## src/rtl/tfu_pkg.sv

```systemverilog
package tfu_pkg;
  localparam int FLAG_W    = 8;
  localparam int FB_CMPA   = 7;
  localparam int FB_CMPB   = 6;
  localparam int FB_CMPC   = 5;
  localparam int FB_CH4    = 4;
  localparam int FB_OVF    = 3;
  localparam logic [FLAG_W-1:0] FLAG_IMPL = 8'hF8;

  localparam logic [2:0] RA_CNT  = 3'd0;
  localparam logic [2:0] RA_CMPA = 3'd1;
  localparam logic [2:0] RA_CH4  = 3'd4;
  localparam logic [2:0] RA_CTRL = 3'd5;
  localparam logic [2:0] RA_FLAG = 3'd6;
  localparam logic [2:0] RA_MASK = 3'd7;

  typedef enum logic [1:0] {
    EDGE_NONE = 2'b00,
    EDGE_RISE = 2'b01,
    EDGE_FALL = 2'b10,
    EDGE_BOTH = 2'b11
  } edge_sel_e;
endpackage

```

## src/rtl/tfu_counter.sv

```systemverilog
module tfu_counter #(
  parameter int CNT_W = 16
) (
  input  logic             clk,
  input  logic             rst,
  output logic [CNT_W-1:0] cnt,
  output logic             at_top
);
  always_ff @(posedge clk) begin
    if (rst) cnt <= '0;
    else     cnt <= cnt + 1'b1;
  end

  // the next edge wraps the count to zero
  assign at_top = &cnt;
endmodule

```

## src/rtl/tfu_cap_edge.sv

```systemverilog
module tfu_cap_edge
  import tfu_pkg::*;
#(
  parameter int SYNC_STAGES = 2
) (
  input  logic      clk,
  input  logic      rst,
  input  logic      pin,
  input  edge_sel_e sel,
  output logic      hit
);
  logic [SYNC_STAGES-1:0] sync_q;
  logic                   prev_q;

  genvar s;
  generate
    for (s = 0; s < SYNC_STAGES; s++) begin : g_sync
      always_ff @(posedge clk) begin
        if (rst) sync_q[s] <= 1'b0;
        else if (s == 0) sync_q[s] <= pin;
        else sync_q[s] <= sync_q[(s == 0) ? 0 : s-1];
      end
    end
  endgenerate

  always_ff @(posedge clk) begin
    if (rst) prev_q <= 1'b0;
    else     prev_q <= sync_q[SYNC_STAGES-1];
  end

  logic now_v, rise, fall;
  assign now_v = sync_q[SYNC_STAGES-1];
  assign rise  = now_v & ~prev_q;
  assign fall  = ~now_v & prev_q;

  always_comb begin
    unique case (sel)
      EDGE_RISE: hit = rise;
      EDGE_FALL: hit = fall;
      EDGE_BOTH: hit = rise | fall;
      default:   hit = 1'b0;
    endcase
  end
endmodule

```

## src/rtl/tfu_flags.sv

```systemverilog
module tfu_flags
  import tfu_pkg::*;
(
  input  logic              clk,
  input  logic              rst,
  input  logic [FLAG_W-1:0] set_vec,
  input  logic [FLAG_W-1:0] clr_vec,
  output logic [FLAG_W-1:0] flags
);
  // a set event outranks a clear in the same cycle
  always_ff @(posedge clk) begin
    if (rst) flags <= '0;
    else     flags <= ((flags & ~clr_vec) | set_vec) & FLAG_IMPL;
  end
endmodule

```

## src/rtl/tmr_flag_unit.sv

```systemverilog
module tmr_flag_unit
  import tfu_pkg::*;
#(
  parameter int CNT_W       = 16,
  parameter int NUM_CMP     = 3,
  parameter int SYNC_STAGES = 2
) (
  input  logic             clk,
  input  logic             rst,
  input  logic             cap_in,
  input  logic             reg_we,
  input  logic [2:0]       reg_addr,
  input  logic [CNT_W-1:0] reg_wdata,
  output logic [CNT_W-1:0] reg_rdata,
  output logic             irq
);
  localparam int PAD_W = CNT_W - FLAG_W;

  logic [CNT_W-1:0]              cnt;
  logic                          at_top;
  logic [NUM_CMP-1:0][CNT_W-1:0] cmp_q;
  logic [NUM_CMP-1:0]            cmp_hit;
  logic [CNT_W-1:0]              ch4_q;
  logic                          mode_cap_q;
  edge_sel_e                     esel_q;
  logic [FLAG_W-1:0]             mask_q;
  logic [FLAG_W-1:0]             flags;
  logic [FLAG_W-1:0]             set_vec, clr_vec;
  logic                          cap_hit, ch4_evt;
  logic                          irq_q;
  logic [CNT_W-1:0]              rdata_q;

  tfu_counter #(.CNT_W(CNT_W)) cnt_i (
    .clk(clk), .rst(rst), .cnt(cnt), .at_top(at_top)
  );

  tfu_cap_edge #(.SYNC_STAGES(SYNC_STAGES)) cap_i (
    .clk(clk), .rst(rst), .pin(cap_in), .sel(esel_q), .hit(cap_hit)
  );

  genvar i;
  generate
    for (i = 0; i < NUM_CMP; i++) begin : g_cmp
      always_ff @(posedge clk) begin
        if (rst) cmp_q[i] <= '0;
        else if (reg_we && reg_addr == RA_CMPA + 3'(i)) cmp_q[i] <= reg_wdata;
      end
      assign cmp_hit[i] = (cnt == cmp_q[i]);
    end
  endgenerate

  // channel 4: capture takes priority over a software write
  always_ff @(posedge clk) begin
    if (rst) ch4_q <= '0;
    else if (mode_cap_q && cap_hit) ch4_q <= cnt;
    else if (reg_we && reg_addr == RA_CH4) ch4_q <= reg_wdata;
  end

  always_ff @(posedge clk) begin
    if (rst) begin
      mode_cap_q <= 1'b0;
      esel_q     <= EDGE_NONE;
      mask_q     <= '0;
    end else if (reg_we) begin
      if (reg_addr == RA_CTRL) begin
        mode_cap_q <= reg_wdata[0];
        esel_q     <= edge_sel_e'(reg_wdata[2:1]);
      end
      if (reg_addr == RA_MASK) mask_q <= reg_wdata[FLAG_W-1:0] & FLAG_IMPL;
    end
  end

  assign ch4_evt = mode_cap_q ? cap_hit : (cnt == ch4_q);

  always_comb begin
    set_vec          = '0;
    set_vec[FB_CMPA] = cmp_hit[0];
    set_vec[FB_CMPB] = cmp_hit[1];
    set_vec[FB_CMPC] = cmp_hit[2];
    set_vec[FB_CH4]  = ch4_evt;
    set_vec[FB_OVF]  = at_top;
  end

  assign clr_vec = (reg_we && reg_addr == RA_FLAG) ? reg_wdata[FLAG_W-1:0] : '0;

  tfu_flags flg_i (
    .clk(clk), .rst(rst), .set_vec(set_vec), .clr_vec(clr_vec), .flags(flags)
  );

  always_ff @(posedge clk) begin
    if (rst) irq_q <= 1'b0;
    else     irq_q <= |(flags & mask_q);
  end

  always_ff @(posedge clk) begin
    if (rst) rdata_q <= '0;
    else begin
      unique case (reg_addr)
        3'd0:    rdata_q <= cnt;
        3'd1:    rdata_q <= cmp_q[0];
        3'd2:    rdata_q <= cmp_q[1];
        3'd3:    rdata_q <= cmp_q[2];
        3'd4:    rdata_q <= ch4_q;
        3'd5:    rdata_q <= {{(CNT_W-3){1'b0}}, esel_q, mode_cap_q};
        3'd6:    rdata_q <= {{PAD_W{1'b0}}, flags};
        default: rdata_q <= {{PAD_W{1'b0}}, mask_q};
      endcase
    end
  end

  assign reg_rdata = rdata_q;
  assign irq       = irq_q;
endmodule

```

## config.mk

```make
export PLATFORM = sky130hd
export DESIGN_NAME = tmr_flag_unit
export DESIGN_NICKNAME = d
export VERILOG_FILES = /design/src/rtl/tfu_pkg.sv /design/src/rtl/tfu_counter.sv /design/src/rtl/tfu_cap_edge.sv /design/src/rtl/tfu_flags.sv /design/src/rtl/tmr_flag_unit.sv
export SDC_FILE = /design/constraint.sdc
export NUM_CORES = 1
export LEC_CHECK = 0
export ABC_AREA = 0
export BUFFER_PORTS_ARGS = -buffer_cell sky130_fd_sc_hd__clkbuf_2
export CELL_PAD_IN_SITES_DETAIL_PLACEMENT = 1
export CELL_PAD_IN_SITES_GLOBAL_PLACEMENT = 2
export CORE_MARGIN = 1
export CORE_UTILIZATION = 33
export DETAILED_ROUTE_END_ITERATION = 10
export PLACE_DENSITY_LB_ADDON = 0.1
export SYNTH_ARGS = -nofsm -noshare
export SYNTH_HDL_FRONTEND = slang
export SYNTH_HIERARCHICAL = 1
export SYNTH_SLANG_ARGS = --single-unit
```

## constraint.sdc

```tcl
create_clock -name clk -period 2.05 [get_ports clk]
set_clock_uncertainty 0.15 [all_clocks]
set_input_delay 0 -clock clk [delete_from_list [all_inputs] [get_ports clk]]
set_output_delay 0 -clock clk [all_outputs]
set_load 0.005 [all_outputs]
```

# After elaboration in Yosys (flattened, before gate mapping)

Index checks and enable logic that the tools add are counted.

Bits in registers: 116
Bits in latches: 0
Memory bits (writable): 0
Bits in read-only memories: 0
Bits of input ports: 23
Output and inout port bits: 17
Logic and storage cells: 57
Memories: 0

Add/sub/neg operators: 1
$mul: 0
Div/mod/pow operators: 0
Order comparisons: 0
Equality and inequality tests: 14
Shift operators: 0
Muxes and demuxes: 6
Bitwise operators: 9
Reductions and logical operators: 12

Operators by type and width:

| operator                | number |
|---|---|
| $pmux W16 S7            | 1 |
| $eq A16 B16 Y1          | 4 |
| $mux W16                | 2 |
| $add A16 B1 Y16 const B | 1 |
| $and A8 B8 Y8           | 2 |
| $reduce_and A16 Y1      | 1 |
| $eq A3 B3 Y1 const B    | 4 |
| $mux W8                 | 1 |
| $not A8 Y8              | 1 |
| $or A8 B8 Y8            | 1 |
| $reduce_or A8 Y1        | 1 |
| $eq A3 B2 Y1 const B    | 2 |
| $logic_and A1 B1 Y1     | 6 |
| $eq A2 B2 Y1 const B    | 2 |
| $reduce_and A2 Y1       | 2 |
| $eq A3 B1 Y1 const B    | 1 |
| $logic_not A3 Y1        | 1 |
| $pmux W1 S3             | 1 |
| $and A1 B1 Y1           | 2 |
| $eq A2 B1 Y1 const B    | 1 |
| $not A1 Y1              | 2 |
| $reduce_bool A2 Y1      | 1 |
| $mux W1                 | 1 |
| $or A1 B1 Y1            | 1 |

# Depth between registers and ports, before layout

Gate-level depths: netlist (run 1).

Word-level depth: 6
Mapped depth: 11
Depth with buffers taken out: 9

# Modules after synthesis

Netlist (run 1), hierarchy kept.

Modules (own cells, without submodules):

| module        | instances | cells each | area each (µm²) | sequential area each (µm²) |
|---|---|---|---|---|
| tmr_flag_unit | 1         | 586        | 4768.3          | 1781.7 |
| tfu_counter   | 1         | 80         | 726.9           | 320.3 |
| tfu_flags     | 1         | 24         | 201.4           | 100.1 |
| tfu_cap_edge  | 1         | 15         | 135.1           | 60.1 |

# Least setup slack after synthesis (run 1)

Ideal clock, no wire load.

Path kind: register -> register
Start: register cap_i.prev_q
End: register ch4_q[10]
Setup time: 0.091 ns
Arrival time: 1.704 ns
Data required time: 1.809 ns
Path slack: 0.105 ns
Cell stages (with the launch flop): 11
Path buffers: 2
Period minus slack after synthesis: 1.945 ns
Cell sequence: dfxtp_1 > inv_1 > ha_1 > nor2b_1 > o21ai_1 > o21ai_1 > buf_2 > nand2_2 > clkbuf_1 > nand2_1 > a311oi_1

Longest elaborated chain between the ends: 6
Elaborated cells between the ends (all ways): 8
Classes of those cells: 2 x mux; 4 x bitwise; 2 x reduce/logical

Ends and longest elaborated chain:

| item                                           | RTL line            | RTL |
|---|---|---|
| start, declared                                | tfu_cap_edge.sv:13  | `logic prev_q;` |
| start signal, assigned                         | tfu_cap_edge.sv:28  | `else prev_q <= sync_q[SYNC_STAGES-1];` |
| $not A1 Y1                                     | tfu_cap_edge.sv:33  | `assign rise = now_v & ~prev_q;` |
| $and A1 B1 Y1                                  | tfu_cap_edge.sv:33  |  |
| $or A1 B1 Y1                                   | tfu_cap_edge.sv:40  | `EDGE_BOTH: hit = rise \| fall;` |
| $pmux W1 S3 (*)                                | tfu_cap_edge.sv:37  | `unique case (sel)` |
| via cap_hit                                    | tmr_flag_unit.sv:29 | `logic cap_hit, ch4_evt;` |
| $logic_and A1 B1 Y1 (*)                        | tmr_flag_unit.sv:55 | `else if (mode_cap_q && cap_hit) ch4_q <= cnt;` |
| $mux W16 or $reduce_bool A2 Y1 (tied branches) | n/a                 |  |
| end signal, assigned                           | tmr_flag_unit.sv:55 |  |
| end signal, assigned                           | tmr_flag_unit.sv:56 | `else if (reg_we && reg_addr == RA_CH4) ch4_q <= reg_wdata;` |
| end, declared                                  | tmr_flag_unit.sv:23 | `logic [CNT_W-1:0] ch4_q;` |

The timed path passes the listed nets; every way through them passes the cells marked *.
A chain may end at the register's enable or synchronous reset.

# Final worst setup path (run 1)

Start: register cap_i.prev_q
End: register ch4_q[5]

The elaborated chain is that of the path after synthesis.

==> impl_metrics.tcl, run 1 <==
set metrics [dict create \
    dpl.hpwl_um 14800 \
    die-area_um2 18100 \
    hold_viol 0 \
    rsz0062_at_grt "false" \
    cts-buffers-inserted 17 \
    cts.sinks 113 \
    wirelength_um 20800 \
    drc_errors 1 \
    hold_start "reg_addr[0]" \
    drt_first_pass_iters 7 \
    setup_slack_ns 0.139 \
    cts_tree "built" \
    antenna_found_initial 0 \
    timing.rr.end "ch4_q[5]$_SDFFE_PP0P_" \
    slowest_stage "dfxtp_1" \
    worstHoldEndpoint "reg_rdata[2]$_SDFF_PP0_" \
    cap_violations 0 \
    slew_viol_final 0 \
    io_buffers 39 \
    violations "DRC" \
    setup_tns_ns 0 \
    crit_path_end_kind "flip-flop" \
    p_per_area_nw_per_um2 828 \
    drive_gt1_share_pct 16.8 \
    vias 5268 \
    yosysWarnings 6 \
    overflow 0 \
    grt.total_usage_pct 24.1 \
    grt_max_degree 63 \
    crit_required_ns 2.22 \
    peakVddDrop_mv 0.476 \
    finalCritPeriodShare_pct 93.2 \
    netlist_instances 701 \
    initialDrtViolationCount 292 \
    grt_pass1_wl_um 32100 \
    die_w_um 135 \
    tightest_slew_ns 0.740 \
    worst-r2r-setup-slack_ns 0.14 \
    path_max_fanout 8 \
    setup_viol 0 \
    gp_congestion 0.893 \
    insertion_delay_ns 0.42 \
    nets 785 \
    cp-start-kind "flip-flop" \
    worstPathArrival_ns 2.08 \
    status "finished with violations" \
    r2r_cells 9 \
    antenna_cells 0 \
    slowest_delay_ns 0.33 \
    p_leak_nw 2.62 \
    clk_path_buf_depth 2 \
    dp_worst_setup_slack_ns 0.0114 \
    crit_path_frequent_cell "o21ai_2" \
    clk_pin_slew_worst_paths_ns 0.05 \
    rows 48 \
    utilization_pct 41.2 \
    timing.fmax_mhz 523 \
    holdPathStages 3 \
    crit_chain "inv_1, ha_1, nor2b_1, o21ai_1, o21ai_2, nand2_4, o21ai_2, nor2_1, a311oi_1" \
    path_class "flip-flop to flip-flop" \
    post_drt_wl_per_cell_um 20.9 \
    ant_nets 0 \
    slew_headroom_pct 50.7 \
    syn_avg_cell_area_um2 8.29 \
    ios 40 \
    die_y_um 135 \
    final_area_um2 7100 \
    timing.rr.start "cap_i/prev_q$_SDFF_PP0_" \
    period_needed_ns 1.91 \
    viasPerCell 5.28 \
    netlist_area_um2 5810 \
    syn_to_final_growth_pct 22.3 \
    clockRootBuffer "clkbuf_16" \
    dpl_cell_area_um2 6260 \
    htreeDepth 4 \
    initial_core_util_pct 33.7 \
    hold_class "input port to flip-flop" \
    grt_pass1_vias 5379 \
    coreArea_um2 17200 \
]
[sequential cells by signal, summed over array words and instances, names as in the netlist]
signal	cells
cap_i/sync_q	1
cmp_q	48
mask_q	5
reg_rdata	16
irq	1
mode_cap_q	1
cap_i/now_v	1
ch4_q	16
flg_i/flags	5
cap_i/prev_q	1
cnt_i/cnt	16
esel_q	2
[stage by stage]
step / total power [W] / std cells / hold WS, ns
global route: 0.00612 / 997 / 0.0504
finish: 0.00588 / 997 / 0.0266
global placement: 0.00287 / 942 / 0.0711
CTS: 0.00593 / 996 / 0.0105
floorplan: 0.00267 / 703 / -0.0833
detailed placement: 0.00288 / 942 / 0.0783
[layout by cell type (no fill, tap or decap), types with 3 or more instances in the layout]
master,n
inv_1,12
o2bb2ai_1,3
buf_4,33
clkbuf_1,4
o21ai_0,9
clkinvlp_4,4
and2_1,6
xnor2_1,62
a22oi_1,12
dfxtp_1,112
nor2b_1,9
mux2i_1,10
nor4_1,5
nand4_1,15
nand2b_1,6
xor2_1,14
a222oi_1,3
mux4_2,9
dlygate4sd3_1,21
conb_1,3
clkbuf_16,17
clkinv_2,3
bufinv_16,3
nor2_1,56
clkbuf_2,38
and3_1,3
nor3_1,10
ha_1,3
a21oi_1,66
a311oi_1,16
nand3_1,35
nand2_1,134
[worst max-delay path: cells and delay by family (launching register included)]
| kind | cells | cell delay, ns |
|---|---|---|
| fa+ha+maj | 1 | 0.28 |
| buf+inv | 1 | 0.05 |
| flops | 1 | 0.33 |
| simple gates | 3 | 0.33 |
| compound gates | 4 | 0.68 |
[area by class of cell]
| cell class | instances | area (um^2) |
|---|---|---|
| repair buffers | 95 | 703 |
| fillers | 2054 | 10100 |
| multi-input cells | 519 | 3220 |
| inverters | 13 | 48.8 |
| well taps | 225 | 282 |
| clock inverters | 10 | 135 |
| clock buffers | 22 | 454 |
| flip-flops and latches | 113 | 2260 |
[timing repair]
| item | in CTS | in global routing |
|---|---|---|
| hold buffers | 21 | 0 |
| setup buffers | 0 | 0 |
| endpoints found under the setup margin | 1 | 16 |
| resized for setup | 0 | 6 |
| pin swaps | 0 | 1 |
| hold endpoints to repair | 95 | 0 |
| gates cloned | 1 | 1 |
[power breakdown]
group / internal (W) / switching, W / total (W)
clock: 0.00193 / 0.00108 / 0.00301
combinational: 0.000217 / 0.000327 / 0.000544
sequential: 0.00226 / 0.0000631 / 0.00233
total: 0.00441 / 0.00147 / 0.00588
[how the worst max path moves through the flow]
stage	cells after the start	slack [ns]	to	from
after floorplan	10	0.10	ch4_q[10]$_SDFFE_PP0P_	cap_i/prev_q$_SDFF_PP0_
final	9	0.14	ch4_q[5]$_SDFFE_PP0P_	cap_i/prev_q$_SDFF_PP0_
after global routing	8	0.02	ch4_q[14]$_SDFFE_PP0P_	cap_i/prev_q$_SDFF_PP0_
after global placement	9	0.09	ch4_q[8]$_SDFFE_PP0P_	cap_i/prev_q$_SDFF_PP0_
after CTS	8	0.06	ch4_q[0]$_SDFFE_PP0P_	cap_i/prev_q$_SDFF_PP0_
after detailed placement	9	0.01	ch4_q[5]$_SDFFE_PP0P_	cap_i/prev_q$_SDFF_PP0_
[per-layer routing]
metal | routed length (um) | GRT usage (%)
met2 | 9840 | 38.5
met1 | 10000 | 32.8
met4 | 282 | 7.37
met5 | 0 | 0
met3 | 643 | 4.54
No activity file was read; power rests on OpenSTA's default activity.
==> run 2: changes to the inputs <==
--- a/config.mk
+++ b/config.mk
@@ -12,7 +12,8 @@
 export CORE_MARGIN = 1
 export CORE_UTILIZATION = 33
 export DETAILED_ROUTE_END_ITERATION = 10
-export PLACE_DENSITY_LB_ADDON = 0.1
+export PLACE_DENSITY = 0.8
+export SETUP_SLACK_MARGIN = 0.5
 export SYNTH_ARGS = -nofsm -noshare
 export SYNTH_HDL_FRONTEND = slang
 export SYNTH_HIERARCHICAL = 1
==> run 2 against run 1 <==
- the run still ends with DRC left
- worst hold slack about the same
- register-to-register slack got worse by 0.04 ns
- cell count increased by 3.1%
- final area increased by 12%
- maximum frequency decreased by 2.3%
- power increased by 10%
- sequential share of layout area decreased by 2.6 points
- count of clock-buffer cells in the layout increased by 1
- critical endpoint is now ch4_q[3]$_SDFFE_PP0P_
- largest power group unchanged
==> impl_metrics.tcl, run 2 (synthesis gave the netlist of run 1 again) <==
set metrics [dict create \
    slew_viol_final 0 \
    antenna_cells 0 \
    path_class "flip-flop to flip-flop" \
    cts.sinks 113 \
    dpl_cell_area_um2 6190 \
    violations "DRC" \
    hold_viol 0 \
    holdPathStages 5 \
    ant_nets 0 \
    path_max_fanout 8 \
    grt_max_degree 45 \
    initial_core_util_pct 33.7 \
    period_needed_ns 1.96 \
    dpl.hpwl_um 14100 \
    coreArea_um2 17200 \
    tightest_slew_ns 0.597 \
    drive_gt1_share_pct 27.6 \
    peakVddDrop_mv 0.581 \
    insertion_delay_ns 0.43 \
    final_area_um2 7920 \
    grt.total_usage_pct 25.2 \
    ios 40 \
    clockRootBuffer "clkbuf_16" \
    status "finished with violations" \
    clk_pin_slew_worst_paths_ns 0.06 \
    vias 5595 \
    cts_tree "built" \
    die_w_um 135 \
    crit_required_ns 2.22 \
    nets 816 \
    syn_to_final_growth_pct 36.4 \
    io_buffers 39 \
    viasPerCell 5.44 \
    grt_pass1_vias 5873 \
    layout_common_cells "nand2_1, dfxtp_1, a21oi_1, xnor2_1, nor2_1" \
    largest_reg_flops 48 \
    hold_class "input port to flip-flop" \
    gp_congestion 0.907 \
    timing.rr.end "ch4_q[3]$_SDFFE_PP0P_" \
    die-area_um2 18100 \
    finalCritPeriodShare_pct 95.4 \
    antenna_found_initial 0 \
    timing.fmax_mhz 511 \
    cap_violations 0 \
    worstPathArrival_ns 2.12 \
    worstHoldEndpoint "reg_rdata[5]$_SDFF_PP0_" \
    stdcell_count 1028 \
    topRoutingLayerUsed "met4" \
    p_leak_nw 2.98 \
    post_drt_wl_per_cell_um 21.8 \
    routedLengthMet1_um 9490 \
    met3WireLength_um 889 \
    worst-r2r-setup-slack_ns 0.09 \
    overflow 0 \
    setup_tns_ns 0 \
    initialDrtViolationCount 358 \
    r2r_cells 10 \
    cp-start-kind "flip-flop" \
    htreeDepth 4 \
    cts-buffers-inserted 17 \
    wirelength_um 22400 \
    top_register "cmp_q" \
    wl_met2_um 11400 \
    setup_viol 0 \
    crit_path_end_kind "flip-flop" \
    grt_pass1_wl_um 33800 \
    rows 48 \
    placedCellCount 933 \
    drc_errors 2 \
    final_common_cell "nand2_1" \
    drt_first_pass_iters 8 \
    hold_start "reg_addr[1]" \
    p_per_area_nw_per_um2 818 \
    die_y_um 135 \
    timing.rr.start "cap_i/prev_q$_SDFF_PP0_" \
    clk_path_buf_depth 2 \
    slew_headroom_pct 60.1 \
    rsz0062_at_grt "true" \
]
## run 2: report_power, final
group | total, W | internal [W] | switching, W | leakage (nW)
sequential | 0.00231 | 0.00225 | 0.0000665 | 0.930
clock | 0.00350 | 0.00241 | 0.00109 | 0.330
combinational | 0.000664 | 0.000288 | 0.000375 | 1.72
total | 0.00648 | 0.00494 | 0.00154 | 2.98
## run 2: stage by stage
stage | worst slack (ns) | hold WS, ns | power (W) | utilization [%]
after floorplan | 0.314 | -0.0907 | 0.00267 | -
after global placement | 0.147 | 0.0853 | 0.00286 | 35.9
after detailed placement | 0.0784 | 0.0727 | 0.00287 | 35.9
after CTS | 0.221 | 0.0185 | 0.00643 | 44.2
after global routing | 0.0235 | 0.0453 | 0.00667 | 46.0
final | 0.0943 | 0.0262 | 0.00648 | 46.0
## run 2: metal layers
metal | vias to the layer above | track usage (%)
met1 | 2838 | 31.5
met4 | 0 | 10.0
met3 | 40 | 4.73
met2 | 141 | 42.8
met5 | - | 0
li1 | 2576 | -
## run 2: repair_timing
action / in CTS / in global routing
pin swaps: 20 / 24
cloned: 3 / 0
hold buffers: 23 / 0
buffers inserted: 22 / 15
endpoints found under the setup margin: 37 / 30
hold endpoints to repair: 98 / 0
resized for setup: 71 / 38
## run 2: layout make-up
cell class | count | area, um^2
clock inverter | 9 | 200
clock buffer | 23 | 488
tap | 225 | 282
fill | 1938 | 9310
timing repair buffer | 126 | 1040
inverter | 13 | 48.8
sequential | 113 | 2320
multi-input combinational | 519 | 3540
## run 2: worst max path at each step
stage                                   from                   endpoint  slack [ns]  cells past startpoint
finish               cap_i/prev_q$_SDFF_PP0_      ch4_q[3]$_SDFFE_PP0P_        0.09                     10
global route         cap_i/prev_q$_SDFF_PP0_      ch4_q[3]$_SDFFE_PP0P_        0.02                     10
CTS                  cap_i/prev_q$_SDFF_PP0_     ch4_q[14]$_SDFFE_PP0P_        0.22                     10
detailed placement   cap_i/prev_q$_SDFF_PP0_      ch4_q[8]$_SDFFE_PP0P_        0.08                      9
global placement    cnt_i/cnt[14]$_SDFF_PP0_  flg_i/flags[4]$_SDFF_PP0_        0.15                      6
floorplan            cap_i/prev_q$_SDFF_PP0_      ch4_q[1]$_SDFFE_PP0P_        0.31                     11
## run 2: critical path, cell delays in order (launching register included)
cell and delay [ns]:
dfxtp_2 0.33, inv_2 0.05, ha_4 0.24, nor2b_1 0.04, o21ai_1 0.15, o21ai_2 0.10, nand2_4 0.12, buf_6 0.13
o21ai_4 0.12, buf_6 0.16, a311oi_2 0.27
